**config.mk**
```make
export PLATFORM = sky130hd
export DESIGN_NAME = rename_map_pin
export DESIGN_NICKNAME = d
export VERILOG_FILES = /design/src/rtl/rmp_pkg.sv /design/src/rtl/rmp_free_fifo.sv /design/src/rtl/rmp_map_table.sv /design/src/rtl/rename_map_pin.sv
export SDC_FILE = /design/constraint.sdc
export NUM_CORES = 1
export LEC_CHECK = 0
export CORE_ASPECT_RATIO = 0.5
export CORE_UTILIZATION = 55
export DETAILED_ROUTE_END_ITERATION = 12
export MAX_ROUTING_LAYER = met4
export PLACE_DENSITY_LB_ADDON = 0.2
export SYNTH_ARGS = -nofsm -noshare
export SYNTH_HDL_FRONTEND = slang
export SYNTH_HIERARCHICAL = 1
export SYNTH_SLANG_ARGS = --single-unit
```
**constraint.sdc**
```tcl
create_clock -name clk -period 9.8 [get_ports clk]
set_input_delay 2.94 -clock clk [delete_from_list [all_inputs] [get_ports clk]]
set_output_delay 2.94 -clock clk [all_outputs]
set_load 0.02 [all_outputs]
```
**src/rtl/rmp_pkg.sv**
```systemverilog
package rmp_pkg;

    localparam int CNT_W = 4;

    typedef enum logic [1:0] {
        PATH_ZERO  = 2'd0,
        PATH_PIN   = 2'd1,
        PATH_ALLOC = 2'd2
    } ren_path_e;

    typedef logic [CNT_W-1:0] cnt_t;

    function automatic cnt_t cnt_dec(input cnt_t c);
        return (c == '0) ? c : c - 1'b1;
    endfunction

endpackage

```
**src/rtl/rmp_free_fifo.sv**
```systemverilog
module rmp_free_fifo #(
    parameter int DEPTH     = 16,
    parameter int TAG_W     = 4,
    parameter int INIT_BASE = 8,
    parameter int INIT_CNT  = 8,
    localparam int PTR_W    = (DEPTH > 1) ? $clog2(DEPTH) : 1,
    localparam int CNT_W    = $clog2(DEPTH + 1)
) (
    input  logic             clk,
    input  logic             rst,
    input  logic             pop,
    input  logic             push,
    input  logic [TAG_W-1:0] push_tag,
    output logic [TAG_W-1:0] head_tag,
    output logic             empty,
    output logic [CNT_W-1:0] count
);
    logic [TAG_W-1:0] mem [DEPTH];
    logic [PTR_W-1:0] rd_ptr, wr_ptr;

    function automatic logic [PTR_W-1:0] wrap_inc(input logic [PTR_W-1:0] p);
        return (p == PTR_W'(DEPTH - 1)) ? '0 : p + 1'b1;
    endfunction

    assign head_tag = mem[rd_ptr];
    assign empty    = (count == '0);

    always_ff @(posedge clk) begin
        if (rst) begin
            for (int i = 0; i < DEPTH; i++) begin
                mem[i] <= (i < INIT_CNT) ? TAG_W'(INIT_BASE + i) : '0;
            end
            rd_ptr <= '0;
            wr_ptr <= PTR_W'(INIT_CNT % DEPTH);
            count  <= CNT_W'(INIT_CNT);
        end else begin
            if (push) begin
                mem[wr_ptr] <= push_tag;
                wr_ptr      <= wrap_inc(wr_ptr);
            end
            if (pop) begin
                rd_ptr <= wrap_inc(rd_ptr);
            end
            count <= count + CNT_W'(push) - CNT_W'(pop);
        end
    end
endmodule

```
**src/rtl/rmp_map_table.sv**
```systemverilog
module rmp_map_table
    import rmp_pkg::*;
#(
    parameter int NUM_ARCH = 8,
    parameter int NUM_PHYS = 16,
    parameter int AREG_W   = 3,
    parameter int PTAG_W   = 4
) (
    input  logic              clk,
    input  logic              rst,
    input  logic [AREG_W-1:0] rd_areg,
    output logic [PTAG_W-1:0] rd_tag,
    output cnt_t              rd_pin,
    input  logic [AREG_W-1:0] lk_areg,
    output logic [PTAG_W-1:0] lk_tag,
    output cnt_t              lk_pin,
    output cnt_t              lk_wtc,
    input  logic              do_alloc,
    input  logic [PTAG_W-1:0] alloc_tag,
    input  cnt_t              alloc_pin,
    input  logic              do_unpin
);
    logic [PTAG_W-1:0] amap  [NUM_ARCH];
    cnt_t              pin_c [NUM_PHYS];
    cnt_t              wtc_c [NUM_PHYS];

    assign rd_tag = amap[rd_areg];
    assign rd_pin = pin_c[rd_tag];
    assign lk_tag = amap[lk_areg];
    assign lk_pin = pin_c[lk_tag];
    assign lk_wtc = wtc_c[lk_tag];

    always_ff @(posedge clk) begin
        if (rst) begin
            for (int i = 0; i < NUM_ARCH; i++) amap[i] <= PTAG_W'(i);
            for (int j = 0; j < NUM_PHYS; j++) begin
                pin_c[j] <= '0;
                wtc_c[j] <= '0;
            end
        end else if (do_alloc) begin
            amap[rd_areg]    <= alloc_tag;
            pin_c[alloc_tag] <= alloc_pin;
            wtc_c[alloc_tag] <= alloc_pin + 1'b1;
        end else if (do_unpin) begin
            pin_c[rd_tag] <= cnt_dec(rd_pin);
        end
    end
endmodule

```
**src/rtl/rename_map_pin.sv**
```systemverilog
module rename_map_pin
    import rmp_pkg::*;
#(
    parameter int          NUM_ARCH = 8,
    parameter int          NUM_PHYS = 16,
    parameter logic [15:0] ZERO_IDX = 16'd0,
    localparam int AREG_W = (NUM_ARCH > 1) ? $clog2(NUM_ARCH) : 1,
    localparam int PTAG_W = $clog2(NUM_PHYS),
    localparam int FCNT_W = $clog2(NUM_PHYS + 1)
) (
    input  logic              clk,
    input  logic              rst,
    input  logic              ren_valid,
    input  logic [AREG_W-1:0] ren_areg,
    input  logic [3:0]        ren_pin,
    output logic              ren_ready,
    output logic [PTAG_W-1:0] ren_new_tag,
    output logic [PTAG_W-1:0] ren_old_tag,
    output logic              ren_pin_err,
    input  logic [AREG_W-1:0] lk_areg,
    output logic [PTAG_W-1:0] lk_tag,
    output logic [3:0]        lk_pin,
    output logic [3:0]        lk_wtc,
    input  logic              free_valid,
    input  logic [PTAG_W-1:0] free_tag
);
    localparam bit HAS_ZERO = (ZERO_IDX != 16'hFFFF);

    logic [PTAG_W-1:0] prev_tag, head_tag;
    cnt_t              prev_pin;
    logic              fl_empty, fire;
    logic [FCNT_W-1:0] fl_count;
    ren_path_e         path;

    always_comb begin
        if (HAS_ZERO && (16'(ren_areg) == ZERO_IDX)) path = PATH_ZERO;
        else if (prev_pin != '0)                     path = PATH_PIN;
        else                                         path = PATH_ALLOC;
    end

    assign ren_ready   = !(path == PATH_ALLOC && fl_empty);
    assign fire        = ren_valid && ren_ready;
    assign ren_old_tag = prev_tag;
    assign ren_new_tag = (path == PATH_ALLOC) ? head_tag : prev_tag;
    assign ren_pin_err = fire && (path == PATH_PIN) && (ren_pin != '0);

    rmp_map_table #(
        .NUM_ARCH(NUM_ARCH), .NUM_PHYS(NUM_PHYS),
        .AREG_W(AREG_W), .PTAG_W(PTAG_W)
    ) table_i (
        .clk(clk), .rst(rst),
        .rd_areg(ren_areg), .rd_tag(prev_tag), .rd_pin(prev_pin),
        .lk_areg(lk_areg), .lk_tag(lk_tag), .lk_pin(lk_pin), .lk_wtc(lk_wtc),
        .do_alloc(fire && path == PATH_ALLOC), .alloc_tag(head_tag),
        .alloc_pin(ren_pin),
        .do_unpin(fire && path == PATH_PIN)
    );

    rmp_free_fifo #(
        .DEPTH(NUM_PHYS), .TAG_W(PTAG_W),
        .INIT_BASE(NUM_ARCH), .INIT_CNT(NUM_PHYS - NUM_ARCH)
    ) fifo_i (
        .clk(clk), .rst(rst),
        .pop(fire && path == PATH_ALLOC),
        .push(free_valid), .push_tag(free_tag),
        .head_tag(head_tag), .empty(fl_empty), .count(fl_count)
    );
endmodule

```
**After elaboration in Yosys (flattened, before gate mapping)**

Memories as Yosys holds them, arrays and structs flattened. A register that Yosys moved wholly into a read port is not among the register bits.
Cells that the tools add are included.

- Bits in registers: 13
- Memory bits (writable): 224
- Input bits: 18
- Output and inout bits: 22
- Logic and storage cells: 68
- Memories: 4

- Add/subtract/negate cells: 6
- Eq/ne operators: 4
- Multiplexer cells: 35
- Reductions and logical operators: 16

Memories:

| memory | depth | width | rd ports | clocked after memory_dff | wr ports | RTL line | source |
|---|---|---|---|---|---|---|---|
| fifo_i.mem | 16 | 4 | 1 | 1 | 16 | rmp_free_fifo.sv:18 | `logic [TAG_W-1:0] mem [DEPTH];` |
| table_i.pin_c | 16 | 4 | 2 | 0 | 16 | rmp_map_table.sv:24 | `cnt_t pin_c [NUM_PHYS];` |
| table_i.wtc_c | 16 | 4 | 1 | 0 | 16 | rmp_map_table.sv:25 | `cnt_t wtc_c [NUM_PHYS];` |
| table_i.amap | 8 | 4 | 2 | 0 | 8 | rmp_map_table.sv:23 | `logic [PTAG_W-1:0] amap [NUM_ARCH];` |

Operators with widths:

| operator | number |
|---|---|
| 4-bit 2-to-1 mux | 15 |
| 4-bit OR reduction | 5 |
| 1-bit 2-to-1 mux | 17 |
| 4-bit by 1-bit adder with 4-bit output (second input constant) | 3 |
| 4-bit equality test (second input constant) | 2 |
| 4-bit nonzero test | 2 |
| 5-bit by 1-bit adder with 5-bit output | 1 |
| 1-bit logical AND | 5 |
| 5-bit logical NOT | 1 |
| 5-bit by 1-bit subtractor with 5-bit output | 1 |
| 4-bit logical NOT | 1 |
| 2-bit 2-to-1 mux | 2 |
| 4-bit by 1-bit subtractor with 4-bit output (second input constant) | 1 |
| 3-bit logical NOT | 1 |
| 3-bit 2-to-1 mux | 1 |
| 2-bit by 1-bit equality test with 1-bit output (second input constant) | 1 |
| 2-bit equality test (second input constant) | 1 |
| 1-bit logical NOT | 1 |

**Longest topological paths before layout**

An unclocked memory read counts as a cell.

- Depth after elaboration: 16
- Depth in mapped cells: 22
- Depth with buffers taken out: 20

**Hierarchy**

The synthesis kept the hierarchy.

Modules (own cells, without submodules):

| module | instances | cells each | area an instance (sq um) | seq. area each (sq um) |
|---|---|---|---|---|
| rmp_map_table | 1 | 791 | 8977.4 | 4804.6 |
| rmp_free_fifo | 1 | 304 | 3846.2 | 2262.2 |
| rename_map_pin | 1 | 12 | 106.4 | 0.0 |

**Worst setup path after synthesis**

Ideal clock, no wire load.

- Path type: input port to output port
- Start: in ren_areg[1]
- End: out ren_new_tag[0]
- Arrival time: 5814 ps
- Data required time: 6860 ps
- Path slack: 1046 ps
- Stages on the path: 13
- Path buffers: 2
- Cells stage by stage: buf_4 mux2i_2 o32ai_4 nor2_4 inv_2 buf_2 nand2_1 nand3_1 a311o_1 and2_2 or4_4 nor2_4 mux2_1

- Cells in the longest elaborated chain, start to end: 7
- Elaborated cells between the ends (all ways): 8
- Those cells by class: 1 x eq/ne; 3 x mux; 2 x reduce/logical; 2 x memory

RTL lines:

| what | RTL line | source |
|---|---|---|
| from (decl) | rename_map_pin.sv:14 | `input logic [AREG_W-1:0] ren_areg,` |
| memory read 8 x 4 bit | n/a |  |
| net ren_old_tag[1] | rename_map_pin.sv:18 | `output logic [PTAG_W-1:0] ren_old_tag,` |
| memory read 16 x 4 bit | n/a |  |
| net prev_pin[3] | rename_map_pin.sv:30 | `cnt_t prev_pin;` |
| 4-bit nonzero test | rename_map_pin.sv:37 | `else if (prev_pin != '0) path = PATH_PIN;` |
| 2-bit 2-to-1 mux | rename_map_pin.sv:37 |  |
| 2-bit 2-to-1 mux | rename_map_pin.sv:36 | `if (HAS_ZERO && (16'(ren_areg) == ZERO_IDX)) path = PATH_ZERO;` |
| 2-bit equality test | rename_map_pin.sv:44 | `assign ren_new_tag = (path == PATH_ALLOC) ? head_tag : prev_tag;` |
| 4-bit 2-to-1 mux | rename_map_pin.sv:44 |  |
| to (decl) | rename_map_pin.sv:17 | `output logic [PTAG_W-1:0] ren_new_tag,` |

The timed path passes the listed nets, and every way through them passes these cells.

**Worst setup path after layout**

- Start: in ren_areg[2]
- End: out ren_new_tag[1]

- Cells in the longest elaborated chain, start to end: 7
- Elaborated cells between the ends (all ways): 8
- Those cells by class: 1 x eq/ne; 3 x mux; 2 x reduce/logical; 2 x memory

RTL lines:

| what | RTL line |
|---|---|
| memory read 8 x 4 bit | n/a |
| memory read 16 x 4 bit | n/a |
| net prev_pin[1] | rename_map_pin.sv:30 |
| 4-bit nonzero test | rename_map_pin.sv:37 |
| 2-bit 2-to-1 mux | rename_map_pin.sv:37 |
| 2-bit 2-to-1 mux | rename_map_pin.sv:36 |
| 2-bit equality test | rename_map_pin.sv:44 |
| 4-bit 2-to-1 mux | rename_map_pin.sv:44 |

The timed path passes the listed nets, and every way through them passes these cells.

==> results by group <==
Worst hold path
  – Hold path cells: 2
  – Hold Startpoint: fifo_i/rd_ptr[3]$_SDFFE_PP0P_
  – Hold crit path type: flip-flop to flip-flop

Worst setup path
  – Startpoint class of the critical path: primary input
  – FF-to-FF setup slack: roughly 3900 ps
  – Cell family with most CP delay: buffers and inverters
  – Crit. End Element: primary output
  – Worst Setup Path Type: primary input to primary output
  – Worst-path fanout max: 22
  – Worst path slowest cell: or4_4
  – Worst Reg2Reg Path Length in Cells: 17
  – Arrival time worst endpoint: 6700 ps
  – Reg-to-Reg Start: table_i/amap[5][3]$_SDFFCE_PN0P_
  – FF-to-FF End: table_i/pin_c[7][2]$_SDFFCE_PN0P_
  – Buf/Inv on CP: 7
  – CP max stage delay: about 570 ps
  – CP Cell Sequence: clkdlybuf4s50_1, buf_12, nand2b_1, buf_4, o221ai_2, nor2_4, inv_2, buf_12, mux2i_1, a32oi_1, and3_1, mux2i_2, inv_2, or4_4, nor2_4, mux2_1, dlygate4sd2_1
  – Worst Path Required: 6860 ps

Detailed routing
  – Post-DRT Antenna Nets: 0
  – DR vias/cell: 6.172
  – DR DRC count: 0
  – First DRT Iteration DRCs: between 800 and 900
  – TritonRoute pass-1 iters: 7
  – Post-Route WL: roughly 32,000 um
  – DR vias: about 9,100
  – Wire per inst: around 22 um

Die
  – Area of the core: 0.02293 mm2
  – Initial core utilization: 56.38%
  – Ports: 40
  – Die Ht: 110.4 um
  – Die area: around 0.024 mm2
  – Die W: 218.8 um
  – Site Rows: 39

STA
  – Endpoints failing setup: 0
  – RSZ-0062 raised after global routing: no
  – Hold Fails Final Rpt: 0
  – Period Utilization, post-route: 98.40%
  – Fin. max-slew vios: 0
  – Maximum clock frequency: 103.7 MHz
  – Actual slew at the worst max-slew pin: around 1200 ps
  – Normalized max-slew margin: 18.96%
  – Tmin final: around 9600 ps
  – Clk_skew: around 15 ps

Clocking
  – Clock Latency Late Sink: 530 ps
  – CTS H-tree lvls: 1
  – CTS Buf Count: 22
  – Clock transition at path regs: roughly 70 ps
  – Clock sinks: ~240
  – Total setup buffers inserted after CTS: 0
  – Clock root buffer master: clkbuf_16
  – CTS tree: done
  – Worst-case clock buffer depth: 3

Logic synthesis
  – Leading post-synthesis cells by cell area: edfxtp_1 52%, mux2i_1 4.9%, nor2_1 3.9%
  – Syn nets: 1,139
  – Synth top cells by count: 224 x edfxtp_1, 136 x nor2_1, 92 x nand2_1
  – Yosys reg bits: 241
  – Register area share after synthesis: 54.65%
  – Distinct cells, synth: 76
  – Simple-Gate Fraction of Synth Area: 19.16%
  – Yosys top cell by area: edfxtp_1
  – Synth top area share: 52.02%
  – Async set-reset flop share out of synthesis: 0%
  – EDFF count, synth: 224
  – Multiplexer share of the synthesized area: about an eighth
  – Area of the mapped netlist: 0.01293 mm2
  – Mean area per synthesized cell: between 10 and 15 um2
  – Synth Warn #: 6
  – Combinational family with the most area after synthesis: simple AND/OR/NAND/NOR gates
  – Cell count after synthesis: 1,107
  – Count leader, synth: edfxtp_1
  – Top_reg_cell synth: edfxtp_1
  – Xor and xnor area share after synthesis: 0.5419%
  – Synth Area in Compound Gates: 7.422%
  – Post-synthesis adder-cell area fraction: 1.413%

GRT
  – M3 GR Usage: 4.848%
  – Grt total ovfl: 0
  – Tot GR Track Use: between 20% and 30%
  – GR peak layer: met2
  – Largest net degree at the start of global routing: 43
  – Initial antenna violation count: 0
  – First-pass GRT wire length: 49,730 um
  – Grt met2 use: 44.81%
  – Grt met1 use: a little over a third
  – Vias in the first global route: between 9,000 and 10,000

Pwr
  – Leak pwr: 5.064 nW
  – Final total power: between 0.002 and 0.003 W
  – Peak supply drop: 0.1224 mV
  – Power per standard cell area: 175.7 mW/mm2

Layout
  – Fillcell total: 1,794
  – Synth-to-layout area growth: 12.58%
  – Layout cell share with drive strength beyond 1: approximately 15%
  – Antenna cells: 0
  – Nets@finish: about 1,200
  – Util after Layout: 63.47%

Job
  – Max Cap Viol: 0

Placed design
  – GP Congestion: 0.9327
  – Port bufs: 39
  – DPL Wire Length: approximately 22,000 um

Run status
  – Status: finished, final reports clean
report_power, final:
| part | internal (W) | switching (W) | total (W) |
|---|---|---|---|
| clock network | 0.000504 | 0.000391 | 0.000895 |
| logic | 0.000192 | 0.000280 | 0.000472 |
| registers | 0.00117 | 0.0000269 | 0.00119 |
state kept, by name (all words and copies together), names as in the netlist, named ones only:
signal and cells:
table_i/wtc_c 64, fifo_i/wr_ptr 4, table_i/amap 32, fifo_i/rd_ptr 4
fifo_i/count 5, table_i/pin_c 64, fifo_i/mem 64
worst min-delay path, delay by kind of cell (launching register included):
kind | cells | cell delay (ps)
flops | 1 | 330
compound gates | 2 | 150
metal layers:
metal	share of wire (%)	up-vias
met5	0	-
met4	2.5	0
met3	7.7	65
met2	48	400
met1	42	4426
li1	-	4169
through the flow:
step                instance area (um2)  TNS [ps]  instances  hold WS (ps)  worst slack [ps]
floorplan                         12930         0       1107         473.0              1046
CTS                               14550         0       1468         532.9             35.31
detailed placement                13810    -162.4       1428         517.0            -58.66
global route                      14560         0       1468         593.9             21.41
global placement                  13810    -12.39       1428         505.8            -12.39
finish                            14560         0       1468         540.6             156.5
cell families (layout without fill, tap and decap cells):
group           count (synthesis)  in the layout
simple gates                  492            492
flops                         241            241
compound gates                127            127
buf+inv                       114            168
mux                           111            111
fa+ha+maj                      14             14
xor+xnor                        8              8
cell type report:
cell class                      instances  area (um2)  share of cell area [%]
Sequential cell                       241        7067                   48.55
Timing Repair Buffer                   93       865.8                   5.948
Inverter                               35       131.4                  0.9025
Tap cell                              307       384.1                   2.639
Multi-Input combinational cell        752        5366                   36.87
Clock buffer                           26       575.6                   3.954
Clock inverter                         14       166.4                   1.143
how the worst max path moves through the flow:
| stage | start | end | slack [ps] | cells past startpoint |
|---|---|---|---|---|
| finish | ren_areg[2] | ren_new_tag[1] | 160 | 17 |
| global route | ren_areg[2] | ren_new_tag[1] | 20 | 17 |
| CTS | ren_areg[2] | ren_ready | 40 | 18 |
| detailed placement | ren_areg[2] | ren_new_tag[1] | -60 | 17 |
| global placement | ren_areg[2] | ren_new_tag[1] | -10 | 13 |
| floorplan | ren_areg[1] | ren_new_tag[0] | 1050 | 13 |
what timing repair did:
| item | in CTS | in global routing |
|---|---|---|
| gates resized for setup | 5 | 2 |
| setup endpoints to repair | 4 | 2 |
| hold buffers | 0 | 0 |
cell usage in the layout (no fill, tap or decap), types with 13 or more instances in the layout:
master           netlist  final
nand2b_1              43     43
mux2i_1               63     60
nand4_1               15     15
a211oi_1              31     31
nand2_1               92     92
or2_2                 15     15
mux4_2                20     20
nor2_1               136    136
a21oi_1               28     28
buf_4                  5     48
clkdlybuf4s50_1        0     32
edfxtp_1             224    224
mux4_1                14     14
dfxtp_1               17     17
o21ai_0               15     15
nor2b_1               27     27
clkbuf_16              0     22
nand3_1               40     40
ha_1                  13     13
and2_1                17     17
nor3_1                66     66
inv_1                 30     30
Power figures use the tool's default switching activity.
